## config.mk

```make
export PLATFORM = sky130hd
export DESIGN_NAME = pq_coalesce_bank
export DESIGN_NICKNAME = d
export VERILOG_FILES = /design/src/rtl/pq_coalesce_bank.sv
export SDC_FILE = /design/constraint.sdc
export NUM_CORES = 1
export LEC_CHECK = 0
export BUFFER_PORTS_ARGS = -buffer_cell sky130_fd_sc_hd__clkbuf_2
export CAP_MARGIN = 5
export CELL_PAD_IN_SITES_DETAIL_PLACEMENT = 1
export CELL_PAD_IN_SITES_GLOBAL_PLACEMENT = 1
export CORE_UTILIZATION = 40
export CTS_BUF_LIST = sky130_fd_sc_hd__clkbuf_8 sky130_fd_sc_hd__clkbuf_16
export CTS_CLUSTER_DIAMETER = 30
export DETAILED_ROUTE_END_ITERATION = 16
export GPL_TIMING_DRIVEN = 0
export PLACE_DENSITY = 0.71
export SYNTH_ARGS = -nofsm -noshare
export SYNTH_HDL_FRONTEND = slang
export SYNTH_SLANG_ARGS = --single-unit
```

## constraint.sdc

```tcl
create_clock -name clk -period 3.8 [get_ports clk]
set_input_delay 0.38 -clock clk [delete_from_list [all_inputs] [get_ports clk]]
set_output_delay 0.38 -clock clk [all_outputs]
set_load 0.02 [all_outputs]
```

## src/rtl/pq_coalesce_bank.sv

```systemverilog
module pq_coalesce_bank #(
  parameter int NUM_SRC    = 16,
  parameter int IDX_W      = 8,
  parameter int FIFO_DEPTH = 4,
  localparam int SRC_W  = $clog2(NUM_SRC),
  localparam int ADDR_W = IDX_W + 12
) (
  input  logic               clk,
  input  logic               rst_n,
  input  logic [NUM_SRC-1:0] trig_i,
  input  logic               req_valid,
  output logic               req_ready,
  input  logic               req_write,
  input  logic [ADDR_W-1:0]  req_addr,
  output logic               rsp_valid,
  output logic [7:0]         rsp_data,
  output logic               ntf_valid,
  input  logic               ntf_ready,
  output logic [SRC_W-1:0]   ntf_src
);
  localparam int PTR_W = $clog2(FIFO_DEPTH);
  localparam int CNT_W = $clog2(FIFO_DEPTH + 1);

  logic [1:0]         pq   [NUM_SRC];
  logic [1:0]         pq_n [NUM_SRC];
  logic [NUM_SRC-1:0] fwd, need, clr;
  logic               sb_v;
  logic [SRC_W-1:0]   sb_src;

  logic [IDX_W-1:0] idx;
  logic [11:0]      op;
  logic             ordered, idx_ok, is_ld, ld_acc, ld_known, ld_set, st_acc, drain;
  logic             mm_en, mm_eoi, mm_set;
  logic [SRC_W-1:0] src, mm_src;

  assign idx      = req_addr[ADDR_W-1:12];
  assign ordered  = req_addr[6];
  assign op       = req_addr[11:0] & ~12'h040;
  assign idx_ok   = idx < IDX_W'(NUM_SRC);
  assign src      = idx[SRC_W-1:0];
  assign is_ld    = req_valid && !req_write;
  assign req_ready = !(is_ld && ordered && sb_v);
  assign ld_acc   = is_ld && req_ready;
  assign ld_set   = (op[11:10] == 2'b11) && (op[7:0] == 8'h00);
  assign ld_known = (op == 12'h000) || (op == 12'h800) || ld_set;
  assign st_acc   = req_valid && req_write && (op == 12'h400) && idx_ok;
  assign drain    = sb_v && !ld_acc;

  assign mm_en  = (ld_acc && idx_ok && ld_known) || drain;
  assign mm_src = ld_acc ? src : sb_src;
  assign mm_eoi = ld_acc ? (op == 12'h000) : 1'b1;
  assign mm_set = ld_acc && ld_set;

  always_comb begin
    for (int i = 0; i < NUM_SRC; i++) begin
      logic [1:0] p;
      logic       f;
      p = pq[i];
      f = 1'b0;
      if (mm_en && mm_src == SRC_W'(i)) begin
        if (mm_eoi) begin
          if (p == 2'b10) p = 2'b00;
          else if (p == 2'b11) begin p = 2'b10; f = 1'b1; end
        end else if (mm_set) p = op[9:8];
      end
      if (trig_i[i]) begin
        if (p == 2'b00) begin p = 2'b10; f = 1'b1; end
        else p = 2'b11;
      end
      pq_n[i] = p;
      fwd[i]  = f;
    end
  end

  logic [FIFO_DEPTH-1:0][SRC_W-1:0] fifo;
  logic [PTR_W-1:0] wp, rp;
  logic [CNT_W-1:0] cnt;
  logic             pick_v, push, pop;
  logic [SRC_W-1:0] pick;

  always_comb begin
    pick_v = 1'b0;
    pick   = '0;
    for (int i = NUM_SRC - 1; i >= 0; i--)
      if (need[i]) begin pick_v = 1'b1; pick = SRC_W'(i); end
  end

  assign push      = pick_v && (cnt < CNT_W'(FIFO_DEPTH));
  assign clr       = push ? (NUM_SRC'(1) << pick) : '0;
  assign ntf_valid = cnt != '0;
  assign ntf_src   = fifo[rp];
  assign pop       = ntf_valid && ntf_ready;

  always_ff @(posedge clk) begin
    if (!rst_n) begin
      for (int i = 0; i < NUM_SRC; i++) pq[i] <= 2'b00;
      need      <= '0;
      sb_v      <= 1'b0;
      sb_src    <= '0;
      wp        <= '0;
      rp        <= '0;
      cnt       <= '0;
      rsp_valid <= 1'b0;
      rsp_data  <= '0;
    end else begin
      for (int i = 0; i < NUM_SRC; i++) pq[i] <= pq_n[i];
      need <= (need & ~clr) | fwd;
      if (st_acc) begin
        sb_v   <= 1'b1;
        sb_src <= src;
      end else if (drain) sb_v <= 1'b0;
      if (push) begin
        fifo[wp] <= pick;
        wp       <= wp + 1'b1;
      end
      if (pop) rp <= rp + 1'b1;
      cnt       <= cnt + CNT_W'(push) - CNT_W'(pop);
      rsp_valid <= ld_acc;
      rsp_data  <= (idx_ok && ld_known) ? {6'b0, pq[src]} : 8'hFF;
    end
  end
endmodule

```

# Word-level counts from Yosys, hierarchy flattened
# Memories as Yosys holds them, arrays and structs flattened.
# Index checks and enable logic that the tools add are counted.
[op_classes] eq_ne=50 bitwise=19 addsub=4 shift=1 order_cmp=5 reduce_logical=60 mux=269
[ops] op="$mux W2" count=112
[ops] op="$mux W1" count=133
[ops] op="$mux W4" count=19
[ops] op="$eq A2 B2 Y1 const B" count=33
[ops] op="$eq A4 B4 Y1 const B" count=8
[ops] op="$logic_and A1 B1 Y1" count=32
[ops] op="$logic_not A2 Y1" count=16
[ops] op="$and A16 B16 Y16" count=1
[ops] op="$bwmux W16" count=1
[ops] op="$eq A4 B3 Y1 const B" count=4
[ops] op="$mux W16" count=1
[ops] op="$not A16 Y16" count=1
[ops] op="$or A1 B1 Y1" count=16
[ops] op="$or A16 B16 Y16" count=1
[ops] op="$shl A1 B4 Y16 const A" count=1
[ops] op="$logic_not A12 Y1" count=1
[ops] op="$eq A11 B10 Y1 const B" count=1
[ops] op="$eq A11 B11 Y1 const B" count=1
[ops] op="$bmux W4 S2" count=1
[ops] op="$demux W4 S2" count=1
[ops] op="$eq A4 B2 Y1 const B" count=2
[ops] op="$logic_not A8 Y1" count=1
[ops] op="$lt A8 B5 Y1 const B" count=1
[ops] op="$mux W8" count=1
[ops] op="other kinds (13)" count=19
[totals] reg_bits=53 inputBits=41 n_memories=1 elab_cells=421 output_inout_bits=15 ramBits=32
[mem_list] memory="pq" depth=16 width=2 read_ports=17 rd_ports_with_merged_regs=0 write_ports=16 line_no="24" text="logic [1:0] pq [NUM_SRC];"

# Logic depth before layout (Yosys ltp)
# Gate-level depths: netlist of the first run.
[depth] word_depth=21 mapped_depth=13 mapped_depth_nobuf=12

# Worst setup path after synthesis of the first run
# Ideal clock, no wire load.
[synth_timing] path_type="register to register" from="register need[0]" to="register cnt[2]" period_less_slack_ps=2338 arrival_ps=2210 setup_time_ps=128 setup_slack_ps=1462 n_path_buf=1 required_time_ps=3672 stages_incl_launch_ff=14 path_cell_list="dfxtp_1 -> clkbuf_1 -> nor4_1 -> nand3_1 -> inv_1 -> a21oi_1 -> inv_1 -> ha_1 -> inv_1 -> ha_1 -> inv_1 -> fa_1 -> xnor2_1 -> nor2_1"
[synth_between] elab_chain_len=4
[synth_lines] item="start, declared" line_no="26" text="logic [NUM_SRC-1:0] fwd, need, clr;"
[synth_lines] item="start signal, assigned" line_no="107" text="need <= (need & ~clr) | fwd;"
[synth_lines] item="$mux W1" line_no="85" text="if (need[i]) begin pick_v = 1'b1; pick = SRC_W'(i); end"
[synth_lines] item="$logic_and A1 B1 Y1" line_no="88" text="assign push = pick_v && (cnt < CNT_W'(FIFO_DEPTH));"
[synth_lines] item="$add A3 B1 Y3" line_no="117" text="cnt <= cnt + CNT_W'(push) - CNT_W'(pop);"
[synth_lines] item="$sub A3 B1 Y3" line_no="117"
[synth_lines] item="end signal, assigned" line_no="117"
[synth_lines] item="end, declared" line_no="77" text="logic [CNT_W-1:0] cnt;"
# Every way passes these cells.
# A chain may end at the register's enable or synchronous reset.

# Worst setup path in the final report of the first run
[layout_timing] from="input port req_addr[10]" to="register need[10]"
[layout_between] elab_chain_len=11 word_cells_on_any_way=20 classes_between="eq/ne (2); mux (8); bitwise (1); reduce/logical (9)"
[layout_lines] item="start, declared" line_no="14" text="input logic [ADDR_W-1:0] req_addr,"
[layout_lines] item="$eq A11 B11 Y1, or another cell as far along" line_no="45" text="assign ld_known = (op == 12'h000) || (op == 12'h800) || ld_set;"
[layout_lines] item="$logic_or A1 B1 Y1 or $logic_and A1 B1 Y1 (tied branches)" line_no="45, 44"
[layout_lines] item="$logic_or A1 B1 Y1" line_no="45"
[layout_lines] item="$logic_and A1 B1 Y1" line_no="49" text="assign mm_en = (ld_acc && idx_ok && ld_known) || drain;"
[layout_lines] item="$logic_or A1 B1 Y1" line_no="49"
[layout_lines] item="$logic_and A1 B1 Y1" line_no="60" text="if (mm_en && mm_src == SRC_W'(i)) begin"
[layout_lines] item="$mux W2" line_no="60"
[layout_lines] item="$logic_not A2 Y1" line_no="67" text="if (p == 2'b00) begin p = 2'b10; f = 1'b1; end"
[layout_lines] item="$mux W1" line_no="67"
[layout_lines] item="$mux W1 (*)" line_no="66" text="if (trig_i[i]) begin"
[layout_lines] item="$or A16 B16 Y16 (*)" line_no="107"
# Mark *: on every way between the ends. The rest lies on a longest branch, timed or not.

==> reports/metrics.yaml, run 1 <==
initial_core_util_pct: 41.2
wire_per_inst_microns: 22.9
die_h_microns: 113
synth_top_family_by_area: "compound AO/OA/AOI/OAI gates"
cts_tree: "done"
synth_edf_count: 16
area_growth_pct: 16.0
ys_async_sr_fraction_pct: 0
synth-main-ff-cell: "dfxtp_1"
rsz0062_at_grt: "no"
required_ns: 4.04
p_switching_mw: 0.942
yosys.area_share.simple_pct: 20.6
antenna_found_initial: 0
crit_path_end_kind: "flop"
hold_buffers: 0
p_int_mw: 1.85
ir_drop_mv: 0.246
critPathKind: "primary input to flop"
hpwl_microns: 13800
dieArea_sq_um: 12900
final_cells: 791
critPathMaxFanout: 10
htree_levels: 3
post-cts-setup-buffers: 0
powerDensity_nw_per_um2: 484
dp_cells: 775
hold_start: "trig_i[4]"
grt_use_total_pct: 29.6
cts_resized: 0
finalSetupViolCount: 0
yosysMostFrequentCell: "dfxtp_1"
io_buffers: 54
synthAdderAreaFrac_pct: 1.91
die_w_microns: 113
status: "finished, final reports clean"
yosys.area.top_type: "dfxtp_1"
hold_ws_ns: 0.264
grt_overflow_total: 0
routed_wl_microns: 18200
synthTopCellsByCount: "dfxtp_1, nor2_1, a21oi_1"
place_congestion: 0.929
slew_headroom_pct: 33.6
syn-num-nets: 601
drt-initial-drc-count: 381
synth_compound_area_share_pct: 28.3
netlist_instances: 553
hold_violations: 0
cp_data_arrival_time_ns: 3.06
whs_path_depth: 2
p_leak_nw: 2.11
fin_crit_sh_pct: 74.2
synth_area_sq_um: 4970
netlist.area_leader.share_pct: 25.8
slew_viol_final: 0
nets: 666
synth.distinct_cells: 86
clockRootBuffer: "clkbuf_16"
finalSetupTns_ns: 0
ant_nets: 0
crit_start: "req_addr[10]"
grt_max_degree: 16
fmax_mhz: 354
viasPerCell: 6.27
core_sq_um: 12100
ys.warnings.count: 0
diodes: 0
dr.pass1.iters: 5
vias: 4960
maxCapViolCount: 0
clock_latency_ns: 0.35
utilization_pct: 47.8
reg2reg_from: "sb_v"
numCtsBuffers: 9
clock_skew_ns: 0.00974
synthXorXnorAreaFrac_pct: 0.881
drc_errors: 0
synth-seq-area-share_pct: 35.4
rows: 40
pwr-share-seq_pct: 39.0
r2r_cells: 8
avgSynthCellArea_sq_um: 8.99
synth.area.top_cells: "dfxtp_1, edfxtp_1, mux4_2"
grt_pass1_vias: 5130
start_kind: "primary input"
post-route-min-period_ns: 2.82
switching_share_pct: 33.8
clk_path_buf_depth: 2
clkPwrFrac_pct: 33.4
min_path_type: "primary input to flop"
grt_pass1_wl_microns: 28500
clock_sinks: 80
clk_pin_slew_ns: 0.07
power_frac_comb_pct: 27.5
drive_above_1_share_pct: 21.0
worstMarginPinSlew_ns: 0.996
pin_count: 56
synth_seq_cells: 80
synth.mux.area_fraction_pct: 7.15
==> logic make-up (layout without fill, tap and decap cells) <==
| kind of cell | count (synthesis) | in the layout |
|---|---|---|
| buffers and inverters | 60 | 130 |
| XOR/XNOR | 5 | 5 |
| flip-flops | 80 | 80 |
| AO/OA/AOI/OAI | 189 | 189 |
| adder cells (fa/ha/maj) | 7 | 7 |
| AND/OR/NAND/NOR | 194 | 194 |
| multiplexers | 18 | 18 |
==> metrics by stage <==
step	worst slack, ns	total power, mW	instance area, sq um
final	0.979	2.79	5760
after global placement	0.782	1.83	5450
after global routing	0.756	2.92	5760
after CTS	0.973	2.80	5760
after floorplan	1.46	1.62	4970
after detailed placement	0.746	1.87	5450
==> sequential cells by signal (all words and copies together), names as in the netlist <==
| name | count |
|---|---|
| cnt | 3 |
| fifo | 16 |
| need | 16 |
| pq | 32 |
| rp | 2 |
| rsp_data | 3 |
| rsp_valid | 1 |
| sb_src | 4 |
| sb_v | 1 |
| wp | 2 |
==> layout make-up <==
type	instances	area, sq um
Fill cell	1435	6300
Buffer	36	191
Clock buffer	10	239
Multi-Input combinational cell	413	2930
Inverter	24	90.1
Tap cell	168	210
Sequential cell	80	1760
Clock inverter	6	75.1
Timing Repair Buffer	54	270
==> power groups by stage <==
stage	clock network [mW]	logic, mW	registers (mW)
global route	0.973	0.850	1.10
finish	0.931	0.768	1.09
CTS	0.944	0.770	1.09
detailed placement	0	0.765	1.10
global placement	0	0.735	1.10
floorplan	0	0.543	1.08
==> worst paths after layout <==
check | slack, ns | endpoint
worst min register to register | 0.53 | sb_src[0]
worst max register to register | 1.00 | need[7]
worst max-delay path | 0.98 | need[10]
worst min-delay path | 0.26 | pq[4][1]
==> cell usage in the layout, fill, tap and decap left out, types with 6 or more instances in the layout <==
cell type	n
o21ai_0	24
a31oi_1	11
nor3_1	12
and3_1	8
buf_4	8
nor4_1	10
buf_2	9
dfxtp_1	64
nand2_1	32
and2_1	10
clkbuf_16	9
inv_1	24
a21oi_1	37
mux4_2	14
o211ai_1	9
o21a_1	11
clkbuf_1	14
nand3_1	22
o31ai_1	8
o21ai_1	8
ha_1	6
nor2_1	58
nand4_1	10
edfxtp_1	16
clkbuf_2	54
==> worst max-delay path, stage by stage <==
cell      delay [ns]
clkbuf_2        0.11
nor4_1          0.47
nand3_1         0.44
nand2_2         0.35
buf_2           0.32
a21oi_1         0.12
o31ai_1         0.31
nand4_1         0.22
a31oi_1         0.33
==> layer usage <==
metal / part of all wire, % / vias up / track usage [%]
met5: 0 / - / 0
met4: 3.6 / 0 / 14.6
met3: 6.8 / 54 / 5.90
met2: 48 / 199 / 49.6
met1: 42 / 2457 / 36.5
li1: - / 2250 / -
(Power assumes the default switching activity.)
==> run 2: changes to the inputs <==
Clock period 3.8 ns to 2.74 ns, I/O delays scaled along.
==> reports/metrics.yaml, run 2 (synthesis results as in run 1) <==
clk_pin_slew_ns: 0.06  # about the same
critPathMaxFanout: 8  # -2
worstMarginPinSlew_ns: 0.914  # -0.0824 ns
cts_tree: "done"
numCtsBuffers: 9  # unchanged
wire_per_inst_microns: 23.1  # +0.75%
path_common_cell: "o21ai_0"
post-cts-setup-buffers: 0  # unchanged
drc_errors: 0  # unchanged
dp_slack_ns: -0.208  # -0.954 ns
pin_count: 56  # unchanged
hold_ws_ns: 0.159  # -0.105 ns
grt_pass1_vias: 5127  # -0.058%
powerDensity_nw_per_um2: 666  # +38%
crit_path_end_kind: "flop"
power_frac_comb_pct: 27.9  # +0.4 points
p_switching_mw: 1.32  # +40%
final_cell_mix: "dfxtp_1, nor2_1, clkbuf_2"
switching_share_pct: 33.9  # +0.13 points
fmax_mhz: 375
htree_levels: 3  # unchanged
initial_core_util_pct: 41.2  # unchanged
routed_wl_microns: 18300  # +0.62%
status: "finished, final reports clean"
ant_nets: 0  # unchanged
fin_area_sq_um: 5830  # +1.2%
maxCapViolCount: 0  # unchanged
grt_max_degree: 16  # unchanged
hold_violations: 0  # unchanged
crit_start: "need[15]"
layout_commonest_cell: "dfxtp_1"
p_leak_nw: 2.13  # +0.59%
dieArea_sq_um: 12900  # unchanged
clock_sinks: 80  # unchanged
nets: 665  # -0.15%
timing.final.ws_setup_ns: 0.0724  # -0.907 ns
largest_register_ff_count: 32  # unchanged
cp_data_arrival_time_ns: 2.85  # -0.21 ns
clockRootBuffer: "clkbuf_16"
largest-register: "pq"
min_path_type: "primary input to flop"
clock_skew_ns: 0.00820  # -0.00154 ns
critPathSlowestCell: "o41ai_1"
grt_pass1_wl_microns: 28500  # -0.12%
slew_headroom_pct: 39.1  # +5.5 points
top_regs: "pq: 32 flops, fifo: 16 flops, need: 16 flops"
hold_start: "trig_i[4]"
crit_chain: "nor2_1 -> o31a_1 -> o41ai_1 -> nand2_1 -> inv_1 -> o21ai_0 -> o21ai_0 -> a31oi_1"
clkPwrFrac_pct: 33.2  # -0.2 points
dr.pass1.iters: 5  # unchanged
die_h_microns: 113  # unchanged
critPathKind: "flop to flop"
finalSetupViolCount: 0  # unchanged
ir_drop_mv: 0.341  # +39%
vias: 5008  # +0.97%
worst_path_largest_cell_delay_ns: 0.53  # +0.06 ns
reg2reg_from: "need[15]"
grt_overflow_total: 0  # unchanged
diodes: 0  # unchanged
io_buffers: 54  # unchanged
p_int_mw: 2.57  # +39%
core_sq_um: 12100  # unchanged
start_kind: "flop"
finalSetupTns_ns: 0  # unchanged
rsz0062_at_grt: "yes"
drt-initial-drc-count: 416  # +9.2%
post-route-min-period_ns: 2.67
area_growth_pct: 17.3
routed.top_layer: "met4"
drive_above_1_share_pct: 23.0  # +2.0 points
viasPerCell: 6.34  # +1.1%
required_ns: 2.93  # -1.11 ns
rows: 40  # unchanged
dr_wl_met2_microns: 8780  # +0.77%
pwr-share-seq_pct: 39.0  # about the same
clock_latency_ns: 0.35  # about the same
slew_viol_final: 0  # unchanged
clk_path_buf_depth: 2  # unchanged
die_w_microns: 113  # unchanged
met3_length_microns: 1270  # +3.2%
place_congestion: 0.929  # unchanged
wirelength_met1_microns: 7540  # -0.30%
hpwl_microns: 13800  # unchanged
dpl_cell_area_sq_um: 5450  # unchanged
antenna_found_initial: 0  # unchanged
fin_crit_sh_pct: 97.4
grt_use_total_pct: 29.6  # -0.034 points
[run 2: power by group through the flow]
stage / sequential (mW) / combinational (mW) / clock (mW)
floorplan: 1.49 / 0.753 / 0
global placement: 1.52 / 1.02 / 0
detailed placement: 1.53 / 1.06 / 0
CTS: 1.51 / 1.07 / 1.31
global route: 1.53 / 1.19 / 1.35
finish: 1.51 / 1.08 / 1.29
[run 2: worst paths after layout]
kind               endpoint  slack, ns  depth (start not counted)
setup / recovery   need[10]       0.07                          8
hold / removal     pq[4][1]       0.16                          2
setup reg to reg   need[10]       0.07                          8
hold reg to reg   sb_src[0]       0.53                          2
[run 2: worst max-delay path, delay by kind of cell, from the launching register on]
family | cells | cell delay (ns)
buffers and inverters | 1 | 0.30
DFF | 1 | 0.39
AOI/OAI and AO/OA | 5 | 1.45
and+or+nand+nor | 2 | 0.35
[run 2: repair_timing]
action,CTS,global route
pin swaps,0,0
setup endpoints to repair,2,7
cloned,0,0
gates resized for setup,2,13
hold buffers,0,0
[run 2: layout make-up]
type | count | area, sq um
timing repair buffer | 54 | 270
tap | 168 | 210
inverter | 24 | 90.1
multi-input combinational | 413 | 2990
clock inverter | 6 | 75.1
buffer | 35 | 191
sequential | 80 | 1760
clock buffer | 10 | 239
fill | 1430 | 6230
[run 2: through the flow]
step | std cells | utilization, % | total power, mW
final | 790 | 48.3 | 3.88
after global routing | 790 | 48.3 | 4.07
after CTS | 791 | 47.9 | 3.89
after detailed placement | 775 | 45.2 | 2.59
after global placement | 775 | 45.2 | 2.54
after floorplan | 553 | - | 2.24
[run 2: layer usage]
| metal | vias up | GRT usage [%] |
|---|---|---|
| li1 | 2247 | - |
| met4 | 0 | 14.6 |
| met3 | 63 | 5.90 |
| met2 | 218 | 49.6 |
| met1 | 2480 | 36.4 |
| met5 | - | 0 |
==> run 3: changes to the inputs <==
--- a/config.mk
+++ b/config.mk
@@ -16,4 +16,5 @@
 export GPL_TIMING_DRIVEN = 0
 export PLACE_DENSITY = 0.71
+export SETUP_SLACK_MARGIN = 0.5
 export SYNTH_ARGS = -nofsm -noshare
 export SYNTH_HDL_FRONTEND = slang
==> constraint.sdc (replaced) <==
create_clock -name clk -period 2.74 [get_ports clk]
set_input_delay 0.274 -clock clk [delete_from_list [all_inputs] [get_ports clk]]
set_output_delay 0.274 -clock clk [all_outputs]
set_load 0.005 [all_outputs]
==> reports/metrics.yaml, run 3 (synthesis results as in run 1) <==
status: "finished, final reports clean"
start_kind: "flop"
die_w_microns: 113  # unchanged
drc_errors: 0  # unchanged
drive_above_1_share_pct: 36.6  # +14 points
dp_cells: 775  # unchanged
grt_max_degree: 15  # -1
hold_violations: 0  # unchanged
crit_path_end_kind: "flop"
min_path_type: "primary input to flop"
slew_headroom_pct: 44.3  # +5.3 points
finalSetupViolCount: 0  # unchanged
htree_levels: 3  # unchanged
initial_core_util_pct: 41.2  # unchanged
clock_skew_ns: 0.00894  # +0.000736 ns
fmax_mhz: 445  # +19%
clock_latency_ns: 0.36  # about the same
clk_path_buf_depth: 2  # unchanged
pin_count: 56  # unchanged
grt_pass1_wl_microns: 29500  # +3.6%
required_ns: 3.01  # +0.08 ns
fin_crit_sh_pct: 82.1  # -15 points
fin_area_sq_um: 6630  # +14%
clock_sinks: 80  # unchanged
post-route-min-period_ns: 2.25  # -0.419 ns
top_regs: "pq: 32 flops, fifo: 16 flops, need: 16 flops"
diodes: 0  # unchanged
dieArea_sq_um: 12900  # unchanged
ant_nets: 0  # unchanged
final_cells: 827  # +4.7%
maxCapViolCount: 0  # unchanged
dpl_cell_area_sq_um: 5470  # +0.30%
worstMarginPinSlew_ns: 0.835  # -0.0789 ns
grt_pass1_vias: 5246  # +2.3%
cp_data_arrival_time_ns: 2.52  # -0.33 ns
nets: 702  # +5.6%
routed_wl_microns: 19400  # +6.3%
layout_commonest_cell: "clkbuf_2"
ir_drop_mv: 0.320  # -6.2%
io_buffers: 54  # unchanged
clk_pin_slew_ns: 0.06  # about the same
clockRootBuffer: "clkbuf_16"
vias: 5173  # +3.3%
rows: 40  # unchanged
antenna_found_initial: 0  # unchanged
drt-initial-drc-count: 477  # +15%
area_growth_pct: 33.5
wire_per_inst_microns: 23.5  # +1.6%
hpwl_microns: 13500  # -1.9%
viasPerCell: 6.26  # -1.3%
die_h_microns: 113  # unchanged
p_leak_nw: 2.42  # +14%
finalSetupTns_ns: 0  # unchanged
grt_overflow_total: 0  # unchanged
largest-register: "pq"
final_cell_mix: "clkbuf_2, nor2_1, dfxtp_1"
rsz0062_at_grt: "yes"
dr.pass1.iters: 5  # unchanged
largest_register_ff_count: 32  # unchanged
critPathMaxFanout: 10  # +2
cts_tree: "done"
core_sq_um: 12100  # unchanged
grt_use_total_pct: 30.5  # +0.94 points
critPathKind: "flop to flop"
numCtsBuffers: 9  # unchanged
powerDensity_nw_per_um2: 614  # -7.8%
slew_viol_final: 0  # unchanged
place_congestion: 0.909  # -2.2%
==> run 3: cell count changes in the layout (fill, tap and decap cells not counted), sizes merged <==
cell      before  now
clkbuf        78   76
clkinvlp       1    2
clkinv         1    2
buf           21   59
inv           27   26
==> run 3: report_power, final <==
| part | internal (mW) | switching, mW | total, mW |
|---|---|---|---|
| clock network | 0.699 | 0.509 | 1.21 |
| logic | 0.611 | 0.713 | 1.32 |
| registers | 1.39 | 0.154 | 1.54 |
==> run 3: metal layers <==
layer	share of wire (%)	wire length (microns)	GRT usage, %	up-vias
met5	0	0	0	-
met4	2.8	539	10.8	0
met3	7.4	1440	7.39	55
met2	48	9300	50.6	210
met1	42	8140	38.8	2580
li1	-	-	-	2328
==> run 3: cell type report <==
class                   instances  area (sq um)
repair buffers                 90           541
well taps                     168           210
clock inverters                 7          66.3
plain buffers                  36           256
flip-flops and latches         80          1780
clock buffers                   9           225
inverters                      24          95.1
multi-input cells             413          3460
fillers                      1373          5430
==> run 3: final timing paths <==
check	endpoint	slack, ns	startpoint	depth (start not counted)
max	pq[7][0]	0.49	sb_v	8
max reg2reg	pq[7][0]	0.49	sb_v	8
min	pq[4][1]	0.14	trig_i[4]	2
min reg2reg	sb_src[0]	0.54	sb_src[0]	2
==> run 3: through the flow <==
step                      hold WS, ns  power (mW)  setup WS [ns]  util, %
after global placement          0.496        2.49         -0.164     45.3
after global routing            0.160        4.26          0.392     55.0
after detailed placement        0.502        2.54         -0.203     45.3
final                           0.141        4.07          0.491     55.0
after CTS                       0.139        3.90          0.478     51.2
after floorplan                 0.395        2.19          0.520        -
==> run 3: worst max-delay path: stages, from the launching register on <==
cell and delay, ns:
dfxtp_2 0.35, and2_4 0.16, buf_12 0.15, o32ai_4 0.44, nand2_1 0.31, o32ai_2 0.37
buf_4 0.17, nand2_1 0.05, a41oi_1 0.18
==> run 3: timing repair <==
action	4_1_cts	5_1_grt
hold buffers	0	0
setup buffers	11	25
endpoints found under the hold margin	0	0
resized for setup	66	68
pin swaps	8	24
endpoints found under the setup margin	43	40
